**config.mk**
```make
export PLATFORM = sky130hd
export DESIGN_NAME = irq_cascade_ctrl
export DESIGN_NICKNAME = d
export VERILOG_FILES = /design/src/rtl/irq_cascade_pkg.sv /design/src/rtl/irq_lowest_set.sv /design/src/rtl/irq_main_group.sv /design/src/rtl/irq_port_group.sv /design/src/rtl/irq_vector_resolve.sv /design/src/rtl/irq_cascade_ctrl.sv
export SDC_FILE = /design/constraint.sdc
export NUM_CORES = 1
export LEC_CHECK = 0
export ABC_AREA = 1
export BUFFER_PORTS_ARGS = -buffer_cell sky130_fd_sc_hd__buf_2
export CAP_MARGIN = 20
export CORE_AREA = 2 2 192 194
export CTS_CLUSTER_DIAMETER = 80
export DETAILED_ROUTE_END_ITERATION = 8
export DIE_AREA = 0 0 194 196
export PLACE_DENSITY = 0.54
export SLEW_MARGIN = 30
export SYNTH_ARGS = -nofsm -noshare
export SYNTH_HDL_FRONTEND = slang
export SYNTH_SLANG_ARGS = --single-unit
```
**constraint.sdc**
```tcl
create_clock -name clk -period 2.8 [get_ports clk]
set_input_delay 0.56 -clock clk [delete_from_list [all_inputs] [get_ports clk]]
set_output_delay 0.56 -clock clk [all_outputs]
set_load 0.03 [all_outputs]
```
**src/rtl/irq_cascade_pkg.sv**
```systemverilog
// Package: shared constants for the cascaded interrupt controller.
// Assumes 32-bit groups; register addresses are word indices.
package irq_cascade_pkg;

    // Fixed valid-bit filters of the two main groups
    localparam logic [31:0] PKG_LO_VALID = 32'h3DFF_FFFE;
    localparam logic [31:0] PKG_HI_VALID = 32'h0F00_0DB7;

    // Placement of the cascade summary inside the high main group
    localparam int unsigned PKG_SUM_LSB = 24;
    localparam int unsigned PKG_SUM_N   = 4;

    // Register word addresses
    localparam logic [2:0] ADR_LO_MASK    = 3'd0;
    localparam logic [2:0] ADR_HI_MASK    = 3'd1;
    localparam logic [2:0] ADR_PORT_MASK  = 3'd2;
    localparam logic [2:0] ADR_LO_CAUSE   = 3'd3;
    localparam logic [2:0] ADR_HI_CAUSE   = 3'd4;
    localparam logic [2:0] ADR_PORT_CAUSE = 3'd5;
    localparam logic [2:0] ADR_VECTOR     = 3'd6;

endpackage

```
**src/rtl/irq_lowest_set.sv**
```systemverilog
// Module: irq_lowest_set
// Finds the lowest set bit of a vector. 'found' is 0 and 'idx' is 0 when the
// vector is empty. Purely combinational.
module irq_lowest_set #(
    parameter  int unsigned W  = 32,
    localparam int unsigned IW = $clog2(W)
) (
    input  logic [W-1:0]  vec,
    output logic          found,
    output logic [IW-1:0] idx
);

    // Scan from the top so the last hit taken is the lowest index
    always_comb begin
        found = 1'b0;
        idx   = '0;
        for (int i = W - 1; i >= 0; i--) begin
            if (vec[i]) begin
                found = 1'b1;
                idx   = IW'(i);
            end
        end
    end

endmodule

```
**src/rtl/irq_main_group.sv**
```systemverilog
// Module: irq_main_group
// One main cause group. It registers level sources each cycle and overlays an
// optional summary field. It then applies the fixed valid filter and the mask.
// Assumes SUM_FIELD is 0 for a group without a cascade.
module irq_main_group #(
    parameter int unsigned     W         = 32,
    parameter logic [W-1:0]    VALID     = '1,
    parameter logic [W-1:0]    SUM_FIELD = '0
) (
    input  logic          clk,
    input  logic          rst_n,
    input  logic [W-1:0]  src,
    input  logic          summary,
    input  logic [W-1:0]  mask,
    output logic [W-1:0]  cause_view,
    output logic [W-1:0]  pend
);

    logic [W-1:0] lat_q;

    // Capture source levels; the summary positions are owned by the cascade
    always_ff @(posedge clk) begin
        if (!rst_n) lat_q <= '0;
        else        lat_q <= src & ~SUM_FIELD;
    end

    // Software-visible cause with the summary field merged in
    assign cause_view = (lat_q & ~SUM_FIELD) | (summary ? SUM_FIELD : '0);

    // Bits allowed to compete: valid and enabled
    assign pend = cause_view & VALID & mask;

endmodule

```
**src/rtl/irq_port_group.sv**
```systemverilog
// Module: irq_port_group
// Port cause group. A rising pin edge sets a sticky cause bit. A clear word
// writes zeros to clear and ones to keep. An edge wins over a clear in the
// same cycle. Assumes the pins are already synchronous to clk.
module irq_port_group #(
    parameter int unsigned W = 32
) (
    input  logic          clk,
    input  logic          rst_n,
    input  logic [W-1:0]  pin,
    input  logic          clr_we,
    input  logic [W-1:0]  clr_word,
    input  logic [W-1:0]  mask,
    output logic [W-1:0]  cause,
    output logic [W-1:0]  rise,
    output logic [W-1:0]  pend
);

    logic [W-1:0] pin_q;
    logic [W-1:0] cause_q;
    logic [W-1:0] keep;

    // Remember the pin levels for edge detection
    always_ff @(posedge clk) begin
        if (!rst_n) pin_q <= '0;
        else        pin_q <= pin;
    end

    assign rise = pin & ~pin_q;
    assign keep = clr_we ? clr_word : '1;

    // Sticky causes: clear first, then OR in new edges so the set wins
    always_ff @(posedge clk) begin
        if (!rst_n) cause_q <= '0;
        else        cause_q <= (cause_q & keep) | rise;
    end

    assign cause = cause_q;
    assign pend  = cause_q & mask;

endmodule

```
**src/rtl/irq_vector_resolve.sv**
```systemverilog
// Module: irq_vector_resolve
// Turns the three masked pending vectors into one interrupt number. Low group
// first, then high. A high winner inside the summary field is redirected to
// the port group. Anything unresolved gives SPUR. Purely combinational.
module irq_vector_resolve #(
    parameter  int unsigned         W       = 32,
    parameter  int unsigned         DATA_W  = 32,
    parameter  int unsigned         SUM_LSB = 24,
    parameter  logic [DATA_W-1:0]   SPUR    = '1,
    localparam int unsigned         IW      = $clog2(W)
) (
    input  logic [W-1:0]       lo_pend,
    input  logic [W-1:0]       hi_pend,
    input  logic [W-1:0]       port_pend,
    output logic [DATA_W-1:0]  vec
);

    logic [2:0][W-1:0]  grp;
    logic [2:0]         hit;
    logic [2:0][IW-1:0] pos;

    assign grp[0] = lo_pend;
    assign grp[1] = hi_pend;
    assign grp[2] = port_pend;

    // One lowest-bit finder per group
    for (genvar g = 0; g < 3; g++) begin : g_enc
        irq_lowest_set #(.W(W)) u_enc (
            .vec   (grp[g]),
            .found (hit[g]),
            .idx   (pos[g])
        );
    end

    // Fixed order: low, then high, with the cascade step into the port group
    always_comb begin
        if (hit[0]) begin
            vec = DATA_W'(pos[0]);
        end else if (hit[1]) begin
            if (pos[1] >= IW'(SUM_LSB)) begin
                if (hit[2]) vec = DATA_W'(2 * W) + DATA_W'(pos[2]);
                else        vec = SPUR;
            end else begin
                vec = DATA_W'(W) + DATA_W'(pos[1]);
            end
        end else begin
            vec = SPUR;
        end
    end

endmodule

```
**src/rtl/irq_cascade_ctrl.sv**
```systemverilog
// Module: irq_cascade_ctrl (top)
// Cascaded masked interrupt controller: two level-captured main groups, one
// edge-captured port group whose masked OR drives the summary field of the
// high group, three mask registers, a word-addressed register port and a
// combinational vector register. Assumes a synchronous single-clock bus.
module irq_cascade_ctrl
    import irq_cascade_pkg::*;
#(
    parameter int unsigned       GRP_W    = 32,
    parameter int unsigned       DATA_W   = 32,
    parameter int unsigned       ADDR_W   = 3,
    parameter int unsigned       SUM_LSB  = PKG_SUM_LSB,
    parameter int unsigned       SUM_N    = PKG_SUM_N,
    parameter logic [GRP_W-1:0]  LO_VALID = PKG_LO_VALID,
    parameter logic [GRP_W-1:0]  HI_VALID = PKG_HI_VALID
) (
    input  logic               clk,
    input  logic               rst_n,
    input  logic [GRP_W-1:0]   lo_src,
    input  logic [GRP_W-1:0]   hi_src,
    input  logic [GRP_W-1:0]   port_in,
    input  logic [ADDR_W-1:0]  bus_addr,
    input  logic               bus_wr,
    input  logic [DATA_W-1:0]  bus_wdata,
    output logic [DATA_W-1:0]  bus_rdata,
    output logic               irq_out
);

    localparam logic [GRP_W-1:0]  SUM_FIELD = GRP_W'({SUM_N{1'b1}}) << SUM_LSB;
    localparam logic [DATA_W-1:0] SPUR      = ~DATA_W'(1);

    logic [GRP_W-1:0]  lo_mask_q, hi_mask_q, port_mask_q;
    logic [GRP_W-1:0]  lo_cause, hi_cause, port_cause;
    logic [GRP_W-1:0]  lo_pend, hi_pend, port_pend, port_rise;
    logic              summary;
    logic              port_clr_we;
    logic [DATA_W-1:0] vec_num;

    // Mask registers: write-through, cleared by reset
    always_ff @(posedge clk) begin
        if (!rst_n) begin
            lo_mask_q   <= '0;
            hi_mask_q   <= '0;
            port_mask_q <= '0;
        end else if (bus_wr) begin
            if (bus_addr == ADDR_W'(ADR_LO_MASK))   lo_mask_q   <= GRP_W'(bus_wdata);
            if (bus_addr == ADDR_W'(ADR_HI_MASK))   hi_mask_q   <= GRP_W'(bus_wdata);
            if (bus_addr == ADDR_W'(ADR_PORT_MASK)) port_mask_q <= GRP_W'(bus_wdata);
        end
    end

    assign port_clr_we = bus_wr && (bus_addr == ADDR_W'(ADR_PORT_CAUSE));

    irq_port_group #(.W(GRP_W)) u_port (
        .clk      (clk),
        .rst_n    (rst_n),
        .pin      (port_in),
        .clr_we   (port_clr_we),
        .clr_word (GRP_W'(bus_wdata)),
        .mask     (port_mask_q),
        .cause    (port_cause),
        .rise     (port_rise),
        .pend     (port_pend)
    );

    // Cascade: any enabled pending port bit lights the summary field
    assign summary = |port_pend;

    irq_main_group #(.W(GRP_W), .VALID(LO_VALID), .SUM_FIELD('0)) u_lo (
        .clk        (clk),
        .rst_n      (rst_n),
        .src        (lo_src),
        .summary    (1'b0),
        .mask       (lo_mask_q),
        .cause_view (lo_cause),
        .pend       (lo_pend)
    );

    irq_main_group #(.W(GRP_W), .VALID(HI_VALID), .SUM_FIELD(SUM_FIELD)) u_hi (
        .clk        (clk),
        .rst_n      (rst_n),
        .src        (hi_src),
        .summary    (summary),
        .mask       (hi_mask_q),
        .cause_view (hi_cause),
        .pend       (hi_pend)
    );

    irq_vector_resolve #(
        .W(GRP_W), .DATA_W(DATA_W), .SUM_LSB(SUM_LSB), .SPUR(SPUR)
    ) u_res (
        .lo_pend   (lo_pend),
        .hi_pend   (hi_pend),
        .port_pend (port_pend),
        .vec       (vec_num)
    );

    // CPU line: any enabled, valid main bit (summary included)
    assign irq_out = (|lo_pend) | (|hi_pend);

    // Read mux: pure reads, unmapped addresses return zero
    always_comb begin
        case (bus_addr)
            ADDR_W'(ADR_LO_MASK):    bus_rdata = DATA_W'(lo_mask_q);
            ADDR_W'(ADR_HI_MASK):    bus_rdata = DATA_W'(hi_mask_q);
            ADDR_W'(ADR_PORT_MASK):  bus_rdata = DATA_W'(port_mask_q);
            ADDR_W'(ADR_LO_CAUSE):   bus_rdata = DATA_W'(lo_cause);
            ADDR_W'(ADR_HI_CAUSE):   bus_rdata = DATA_W'(hi_cause);
            ADDR_W'(ADR_PORT_CAUSE): bus_rdata = DATA_W'(port_cause);
            ADDR_W'(ADR_VECTOR):     bus_rdata = vec_num;
            default:                 bus_rdata = '0;
        endcase
    end

endmodule

```
==> impl_metrics.csv, run 1 <==
group,metric,value,unit
placement,hpwl,24500,um
routing,vias,9605,
sta,worst_slew_margin_rel,61.3,%
grt,gr-total-overflow,0,
synth,synth_seq_cells,220,
clock_network,hold_buffers,0,
clock_network,clock_sinks,220,
grt,use_met2,27.6,%
grt,grt_pass1_vias,9356,
clock_network,cts-root-buf,"clkbuf_16",
synth,synth.cell_area,9290,um2
worst_hold_path,hold_path_class,"input pin to flip-flop",
routing,ant_nets,0,
grt,grt_use_total,17.7,%
status,failed_checks,"setup timing",
clock_network,cts_tree,"built",
floorplan,coreArea,36100,um2
placement,detailedPlace.worstSlack,-309,ps
grt,grt_max_degree,55,
synth,synth-xor-area-share,0,%
synth,ys_types,33,
setup_path,critPathLaunchType,"flip-flop",
setup_path,crit_fanout,2,
sta,hold_slack,194,ps
routing,post_drt_via_cell_ratio,4.64,
sta,timing.fmax,0.283,GHz
sta,rsz0062_at_grt,"true",
pwr,peakVddDrop,0.429,mV
worst_hold_path,hold_start,"hi_src[7]",
layout,diodes,0,
floorplan,ios,167,
synth,synth_top_family_by_area,"simple AND/OR/NAND/NOR gates",
synth,yosysWarnings,0,
status,status,"finished with violations",
layout,fin_nets,1719,
synth,synthArstFlopShare,0,%
synth,synth_mux_area_share,0,%
grt,grt_util_met3,2.87,%
pwr,power_density,643,nW/um2
clock_network,htreeDepth,1,
routing,drc_errors,0,
synth,synth_adder_area_share,0,%
clock_network,clk_pin_slew,60,ps
synth,synth-simple-area-share,25.2,%
routing,firstDrtPassIters,5,
clock_network,cts_buffers,28,
layout,layout_common_cells,"nand2_1, dfxtp_1, nor2_1",
layout,drive_gt1_share,28.6,%
setup_path,critPathMaxStageDelay,350,ps
floorplan,initial_core_util,25.7,%
layout,utilization,36.6,%
setup_path,criticalPathCategory,"flip-flop to primary output",
grt,grt_pass1_wl,53100,um
clock_network,insertion_delay,550,ps
setup_path,critPathCaptureType,"primary output",
clock_network,clk_path_buf_depth,3,
sta,setup_viol,33,
setup_path,crit_start,"u_port.cause[30]",
layout,finalNonFillerCells,2072,
sta,finalClockSkew,13.6,ps
synth,synth_area_per_cell,7.09,um2
grt,busiest_layer,"met2",
sta,min_period_over_period,126,%
routing,routedWlPerCell,16.7,um
layout,area_growth,42.4,%
synth,synth_edf_count,0,
sta,worst_slack,-730,ps
sta,worst_slew_pin_slew,580,ps
floorplan,std_cell_rows,70,
synth,syn_inst,1310,
setup_path,timing.rr.start,"u_port.cause[25]",
sta,fin_crit,3530,ps
job,maxCapViolCount,0,
layout,mostFrequentLayoutCell,"nand2_1",
setup_path,slowest_stage,"dfxtp_2",
grt,grt.met1_usage,25.0,%
synth,synth_compound_area_share,18.6,%
routing,routed_wl,34500,um
placement,portBuffers,162,
setup_path,cp_data_arrival_time,2970,ps
synth,ys_seq_area_share,47.4,%
setup_path,critPathMostFrequentCell,"nand2_1",
pwr,power_leakage,6.73,nW
sta,hold_viol,0,
placement,placed_cells,2013,
synth,synth-main-ff-cell,"dfxtp_1",
setup_path,crit_required,2240,ps
floorplan,die-area,38000,um2
grt,antenna_found_initial,1,
placement,gp_congestion,0.904,
floorplan,fp.dieW,194,um
routing,first_iter_violations,647,
synth,syn-num-nets,1444,
floorplan,die_height,196,um
sta,drv_slew,0,
worst paths after layout:
kind,depth (start not counted),slack (ps),endpoint
max,36,-730,bus_rdata[0]
max reg2reg,3,1990,u_port.cause[25]
min,3,190,u_hi.lat_q[7]
min reg2reg,1,410,u_port.cause[14]
flip-flops by register name, indices dropped and copies added, names as in the netlist:
register	flops
hi_mask_q	32
lo_mask_q	32
port_mask_q	32
u_lo.cause_view	32
u_port.cause	32
u_port.pin_q	32
u_hi.lat_q	28
where the power goes:
group / switching (W) / leakage, nW / total, W / internal [W]
Sequential: 0.000106 / 1.82 / 0.00341 / 0.00330
Combinational: 0.000720 / 4.43 / 0.00126 / 0.000540
Clock: 0.00145 / 0.482 / 0.00383 / 0.00238
per-layer routing:
layer  wire (um)  up-vias
met4         827        2
met3        1930       55
met2       15300      284
met5           8        -
met1       16500     4478
li1            -     4786
cell families after synthesis:
family / Yosys count
and+or+nand+nor: 587
AOI/OAI and AO/OA: 288
DFF: 220
buffers and inverters: 215
cells in the mapped netlist, types with 3 or more instances:
master / n / area share, %
nand2_1: 368 / 15
dfxtp_1: 220 / 47
nor2_1: 170 / 6.9
inv_1: 141 / 5.7
o21ai_0: 131 / 7.1
clkbuf_1: 60 / 2.4
a21oi_1: 44 / 2.4
o22ai_1: 34 / 2.3
a221oi_1: 28 / 2.6
o2111ai_1: 15 / 1.4
nand3_1: 14 / 0.75
o21ai_1: 14 / 0.75
nand2_2: 13 / 0.88
nand4_1: 12 / 0.81
inv_2: 9 / 0.36
nand2_4: 5 / 0.61
a31oi_1: 4 / 0.27
nor3_1: 4 / 0.22
a22o_1: 3 / 0.28
o31ai_1: 3 / 0.24
through the flow:
stage / total power (W) / cell area [um2] / TNS, ps
floorplan: 0.00400 / 9290 / 0
global placement: 0.00455 / 11600 / -2940
detailed placement: 0.00456 / 11600 / -3720
CTS: 0.00853 / 13000 / -16610
global route: 0.00882 / 13200 / -20080
finish: 0.00850 / 13200 / -15870
repair_timing:
item                                    4_1_cts  5_1_grt
endpoints found under the setup margin       33       33
gates resized for setup                     111       50
buffers inserted                              6        3
pin swaps                                    12       11
gates cloned                                  1        1
worst max-delay path, delay by kind of cell (launching register included):
family	cells	cell delay (ps)
buffers and inverters	1	150
DFF	1	350
and+or+nand+nor	35	1950
area by class of cell:
| type | instances | area [um2] |
|---|---|---|
| timing repair buffer | 308 | 2300 |
| inverter | 152 | 573 |
| multi-input combinational | 875 | 4360 |
| clock buffer | 36 | 802 |
| clock inverter | 13 | 180 |
| fill | 3869 | 22900 |
| sequential | 220 | 4420 |
| tap | 468 | 586 |
(Power assumes the default switching activity.)
==> run 2, diff against run 1 <==
- PLACE_DENSITY: 0.54 -> unset
- clock period: 2.8 -> 3.4 ns (I/O delays scaled with it)
==> run 2 against run 1 <==
Compared with the run above:
- the run still ends with setup timing left
- clock-buffer cell count increased by 6
- core utilization decreased by 2.5 points
- first-iteration DRC count increased by 36%
- combinational power decreased by 25%
- clock power decreased by 26%
- global-route usage decreased by 1.1 points
- critical endpoint unchanged
- largest power group unchanged
==> impl_metrics.csv, run 2 (synthesis gave the netlist of run 1 again) <==
group,metric,value,unit
layout,drive_gt1_share,23.4,%
pwr,peakVddDrop,0.307,mV
floorplan,initial_core_util,25.7,%
sta,hold_viol,0,
layout,layout_common_cells,"nand2_1, dfxtp_1, nor2_1",
layout,area_growth,32.6,%
sta,timing.fmax,0.276,GHz
setup_path,cp_data_arrival_time,2940,ps
clock_network,cts-root-buf,"clkbuf_16",
floorplan,ios,167,
grt,grt_max_degree,186,
routing,vias,9317,
grt,grt_pass1_wl,50000,um
status,failed_checks,"setup timing",
sta,worst_slew_margin_rel,40.7,%
clock_network,clk_path_buf_depth,3,
setup_path,slowest_stage,"dfxtp_2",
layout,fillCellCount,3856,
placement,portBuffers,162,
floorplan,coreArea,36100,um2
pwr,netSwitchingPower,0.00176,W
setup_path,critPathMostFrequentCell,"nand2_1",
status,status,"finished with violations",
sta,fin_crit,3620,ps
routing,routed_wl,33100,um
setup_path,crit_end,"bus_rdata[0]",
setup_path,criticalPathCategory,"flip-flop to primary output",
setup_path,timing.rr.start,"u_port.cause[31]",
job,maxCapViolCount,0,
clock_network,cts_buffers,26,
pwr,seqPwrFrac,42.6,%
clock_network,clock_sinks,220,
floorplan,die-area,38000,um2
routing,ant_nets,0,
pwr,total_power,0.00660,W
clock_network,htreeDepth,1,
sta,worst_slack,-223,ps
routing,drc_errors,0,
setup_path,critPathMaxStageDelay,350,ps
setup_path,critPathCaptureType,"primary output",
routing,firstDrtPassIters,6,
layout,finalNonFillerCells,1969,
sta,finalSetupTns,-1970,ps
routing,routedWlPerCell,16.8,um
setup_path,r2r_cells,3,
worst_hold_path,hold_path_class,"input pin to flip-flop",
pwr,power_leakage,6.12,nW
sta,finalClockSkew,3.56,ps
clock_network,clk_pin_slew,60,ps
layout,mostFrequentLayoutCell,"nand2_1",
setup_path,r2r_end,"u_port.cause[31]",
placement,hpwl,22700,um
clock_network,cts_tree,"built",
placement,placed_cells,1903,
placement,gp_congestion,0.851,
pwr,swShare,26.7,%
layout,diodes,0,
pwr,combinationalPowerShare,14.4,%
floorplan,fp.dieW,194,um
sta,hold_slack,322,ps
sta,min_period_over_period,107,%
routing,first_iter_violations,880,
sta,drv_slew,0,
grt,gr-total-overflow,0,
setup_path,crit_fanout,3,
grt,grt_pass1_vias,8941,
pwr,pwr-share-clk,43.0,%
sta,setup_viol,26,
grt,antenna_found_initial,2,
setup_path,crit_required,2720,ps
clock_network,insertion_delay,530,ps
setup_path,crit_start,"port_mask_q[31]",
grt,grt_use_total,16.6,%
routing,post_drt_via_cell_ratio,4.73,
sta,worst_slew_pin_slew,884,ps
floorplan,std_cell_rows,70,
setup_path,critPathLaunchType,"flip-flop",
layout,fin_area,12300,um2
setup_path,r2r_slack,2660,ps
pwr,intPower,0.00484,W
floorplan,die_height,196,um
layout,fin_nets,1615,
sta,rsz0062_at_grt,"true",
pwr,power_density,536,nW/um2
placement,post_dp_cell_area,10700,um2
run 2: area by class of cell:
class | instances | area (um2) | area share (%)
clock buffers | 42 | 791 | 6.42
clock inverters | 6 | 95.1 | 0.772
inverters | 152 | 576 | 4.67
multi-input cells | 875 | 4370 | 35.5
flip-flops and latches | 220 | 4430 | 36.0
well taps | 468 | 586 | 4.76
repair buffers | 206 | 1470 | 11.9
run 2: how the worst min path moves through the flow:
stage | from | to | slack [ps] | cells after the start
after floorplan | u_port.pin_q[0] | u_port.cause[0] | 410 | 1
after global placement | u_port.pin_q[12] | u_port.cause[12] | 410 | 1
after detailed placement | u_port.pin_q[12] | u_port.cause[12] | 410 | 1
after CTS | hi_src[16] | u_hi.lat_q[16] | 300 | 3
after global routing | lo_src[27] | u_lo.cause_view[27] | 320 | 3
final | hi_src[22] | u_hi.lat_q[22] | 320 | 3
run 2: timing repair:
| action | 4_1_cts | 5_1_grt |
|---|---|---|
| buffers inserted | 8 | 11 |
| setup endpoints to repair | 31 | 33 |
| gates cloned | 1 | 1 |
| gates resized for setup | 95 | 73 |
| hold buffers | 0 | 0 |
| pin swaps | 9 | 32 |
run 2: worst max-delay path, delay by kind of cell, from the launching register on:
family,cells,cell delay [ps]
buffers and inverters,2,190
flip-flops,1,350
AND/OR/NAND/NOR,35,1890
run 2: per-stage QoR:
stage,worst slack [ps],util (%)
global placement,185,29.7
global route,-574,34.1
finish,-223,34.1
detailed placement,166,29.7
floorplan,633,-
CTS,-260,33.2
run 2: routing by layer:
| metal | share of wire [%] | global-route usage [%] | vias up | routed length, um |
|---|---|---|---|---|
| li1 | - | - | 4587 | - |
| met1 | 45 | 22.9 | 4316 | 15000 |
| met4 | 2.0 | 4.83 | 4 | 660 |
| met2 | 46 | 26.6 | 350 | 15100 |
| met3 | 6.9 | 2.82 | 60 | 2290 |
| met5 | 0.064 | 0 | - | 21 |
run 2: power groups by stage:
stage / Clock (W) / Combinational (W) / Sequential [W]
2_1_floorplan: 0 / 0.000462 / 0.00283
3_3_place_gp: 0 / 0.000762 / 0.00286
3_5_place_dp: 0 / 0.000773 / 0.00286
4_1_cts: 0.00290 / 0.000883 / 0.00281
5_1_grt: 0.00300 / 0.00104 / 0.00282
6_report: 0.00283 / 0.000951 / 0.00281
==> run 3, diff against run 2 <==
- SETUP_SLACK_MARGIN: unset -> 0.02
==> run 3 against run 2 <==
Compared with the run above:
- worst hold slack better by 1.3 ps
- via count down 0.24%
- the run still ends with setup timing left
- critical path type unchanged
- sequential power about the same
- clock power about the same
- worst setup slack better by 7.6 ps
==> impl_metrics.csv, run 3 (synthesis gave the netlist of run 1 again) <==
group,metric,value,unit
grt,grt_max_degree,186,
sta,worst_slew_margin_rel,40.6,%
pwr,peakVddDrop,0.306,mV
setup_path,timing.rr.start,"u_port.cause[31]",
sta,fin_crit,3620,ps
sta,setup_viol,27,
layout,diodes,0,
routing,first_iter_violations,874,
setup_path,crit_fanout,3,
pwr,total_power,0.00660,W
setup_path,critPathLaunchType,"flip-flop",
grt,grt_pass1_wl,50000,um
layout,drive_gt1_share,23.4,%
sta,hold_viol,0,
sta,worst_slew_pin_slew,886,ps
worst_hold_path,hold_start,"hi_src[22]",
clock_network,cts-root-buf,"clkbuf_16",
layout,mostFrequentLayoutCell,"nand2_1",
layout,layout_common_cells,"nand2_1, dfxtp_1, nor2_1",
floorplan,coreArea,36100,um2
worst_hold_path,min_path_cells,3,
routing,routedWlPerCell,16.8,um
status,status,"finished with violations",
routing,drc_errors,0,
setup_path,slowest_stage,"dfxtp_2",
setup_path,criticalPathCategory,"flip-flop to primary output",
floorplan,die_height,196,um
floorplan,die-area,38000,um2
pwr,power_density,536,nW/um2
sta,worst_slack,-215,ps
worst_hold_path,hold_path_class,"input pin to flip-flop",
sta,finalClockSkew,3.56,ps
setup_path,r2r_end,"u_port.cause[31]",
layout,fin_nets,1615,
setup_path,critPathCaptureType,"primary output",
routing,vias,9295,
routing,firstDrtPassIters,6,
placement,hpwl,22700,um
sta,rsz0062_at_grt,"true",
layout,area_growth,32.6,%
floorplan,ios,167,
sta,drv_slew,0,
setup_path,r2r_cells,3,
routing,routed_wl,33000,um
clock_network,cts_buffers,26,
clock_network,insertion_delay,530,ps
setup_path,worstPathBufferInverterCount,2,
setup_path,cp_data_arrival_time,2940,ps
grt,grt_use_total,16.6,%
setup_path,critPathMaxStageDelay,350,ps
clock_network,clock_sinks,220,
floorplan,std_cell_rows,70,
clock_network,cts_tree,"built",
placement,gp_congestion,0.851,
clock_network,clk_pin_slew,60,ps
sta,timing.fmax,0.277,GHz
setup_path,crit_required,2720,ps
sta,min_period_over_period,106,%
layout,fillCellCount,3855,
worst_hold_path,holdPathEnd,"u_hi.lat_q[22]",
grt,grt_pass1_vias,8943,
setup_path,cp.depth,37,
clock_network,htreeDepth,1,
sta,hold_slack,323,ps
floorplan,initial_core_util,25.7,%
grt,antenna_found_initial,2,
routing,ant_nets,0,
placement,portBuffers,162,
clock_network,clk_path_buf_depth,3,
setup_path,r2r_slack,2660,ps
setup_path,critPathTopFamily,"simple AND/OR/NAND/NOR gates",
job,maxCapViolCount,0,
setup_path,critPathMostFrequentCell,"nand2_1",
grt,gr-total-overflow,0,
routing,post_drt_via_cell_ratio,4.72,
floorplan,fp.dieW,194,um
pwr,power_leakage,6.12,nW
status,failed_checks,"setup timing",
==> run 3: changes by cell type in the layout (fill, tap and decap cells not counted), sizes merged <==
cell	delta
buf	-1
clkbuf	+1
==> run 3: metal layers <==
layer	track usage, %	vias up	routed length (um)
li1	-	4586	-
met5	0	-	21
met1	22.9	4310	15100
met2	26.6	335	15000
met3	2.82	60	2170
met4	4.83	4	665
==> run 3: stage by stage <==
| step | area [um2] | worst slack, ps | setup TNS [ps] | std cells | utilization, % |
|---|---|---|---|---|---|
| floorplan | 9290 | 633 | 0 | 1310 | - |
| global placement | 10700 | 185 | 0 | 1903 | 29.7 |
| detailed placement | 10700 | 166 | 0 | 1903 | 29.7 |
| CTS | 12000 | -260 | -1780 | 1960 | 33.2 |
| global route | 12300 | -574 | -6710 | 1969 | 34.1 |
| finish | 12300 | -215 | -1990 | 1969 | 34.1 |
==> run 3: how the worst max path moves through the flow <==
stage / startpoint / end / slack, ps
after floorplan: u_port.cause[19] / bus_rdata[2] / 630
after global placement: u_port.cause[31] / bus_rdata[0] / 180
after detailed placement: u_port.cause[18] / bus_rdata[2] / 170
after CTS: port_mask_q[31] / bus_rdata[0] / -260
after global routing: port_mask_q[31] / bus_rdata[0] / -570
final: port_mask_q[31] / bus_rdata[0] / -220
==> run 3: report_power, final <==
part | leakage, nW | switching, W | internal (W)
sequential | 1.82 | 0.0000945 | 0.00272
combinational | 3.86 | 0.000573 | 0.000378
clock | 0.435 | 0.00109 | 0.00174
==> run 3: timing repair <==
action / in CTS / in global routing
cloned: 1 / 1
pin swaps: 9 / 32
buffers inserted: 8 / 11
gates resized for setup: 95 / 74
hold buffers: 0 / 0
setup endpoints to repair: 31 / 33
==> run 3: layout make-up <==
| type | count | area [um2] | area share, % |
|---|---|---|---|
| clock buffer | 42 | 791 | 6.42 |
| clock inverter | 6 | 95.1 | 0.772 |
| inverter | 152 | 576 | 4.67 |
| multi-input combinational | 875 | 4370 | 35.5 |
| sequential | 220 | 4430 | 35.9 |
| tap | 468 | 586 | 4.76 |
| timing repair buffer | 206 | 1470 | 11.9 |
==> run 3: worst register-to-register path, delay by kind of cell, from the launching register on <==
kind / cells / cell delay, ps
AO/OA/AOI/OAI: 2 / 140
flip-flops: 1 / 320
buffers and inverters: 1 / 120
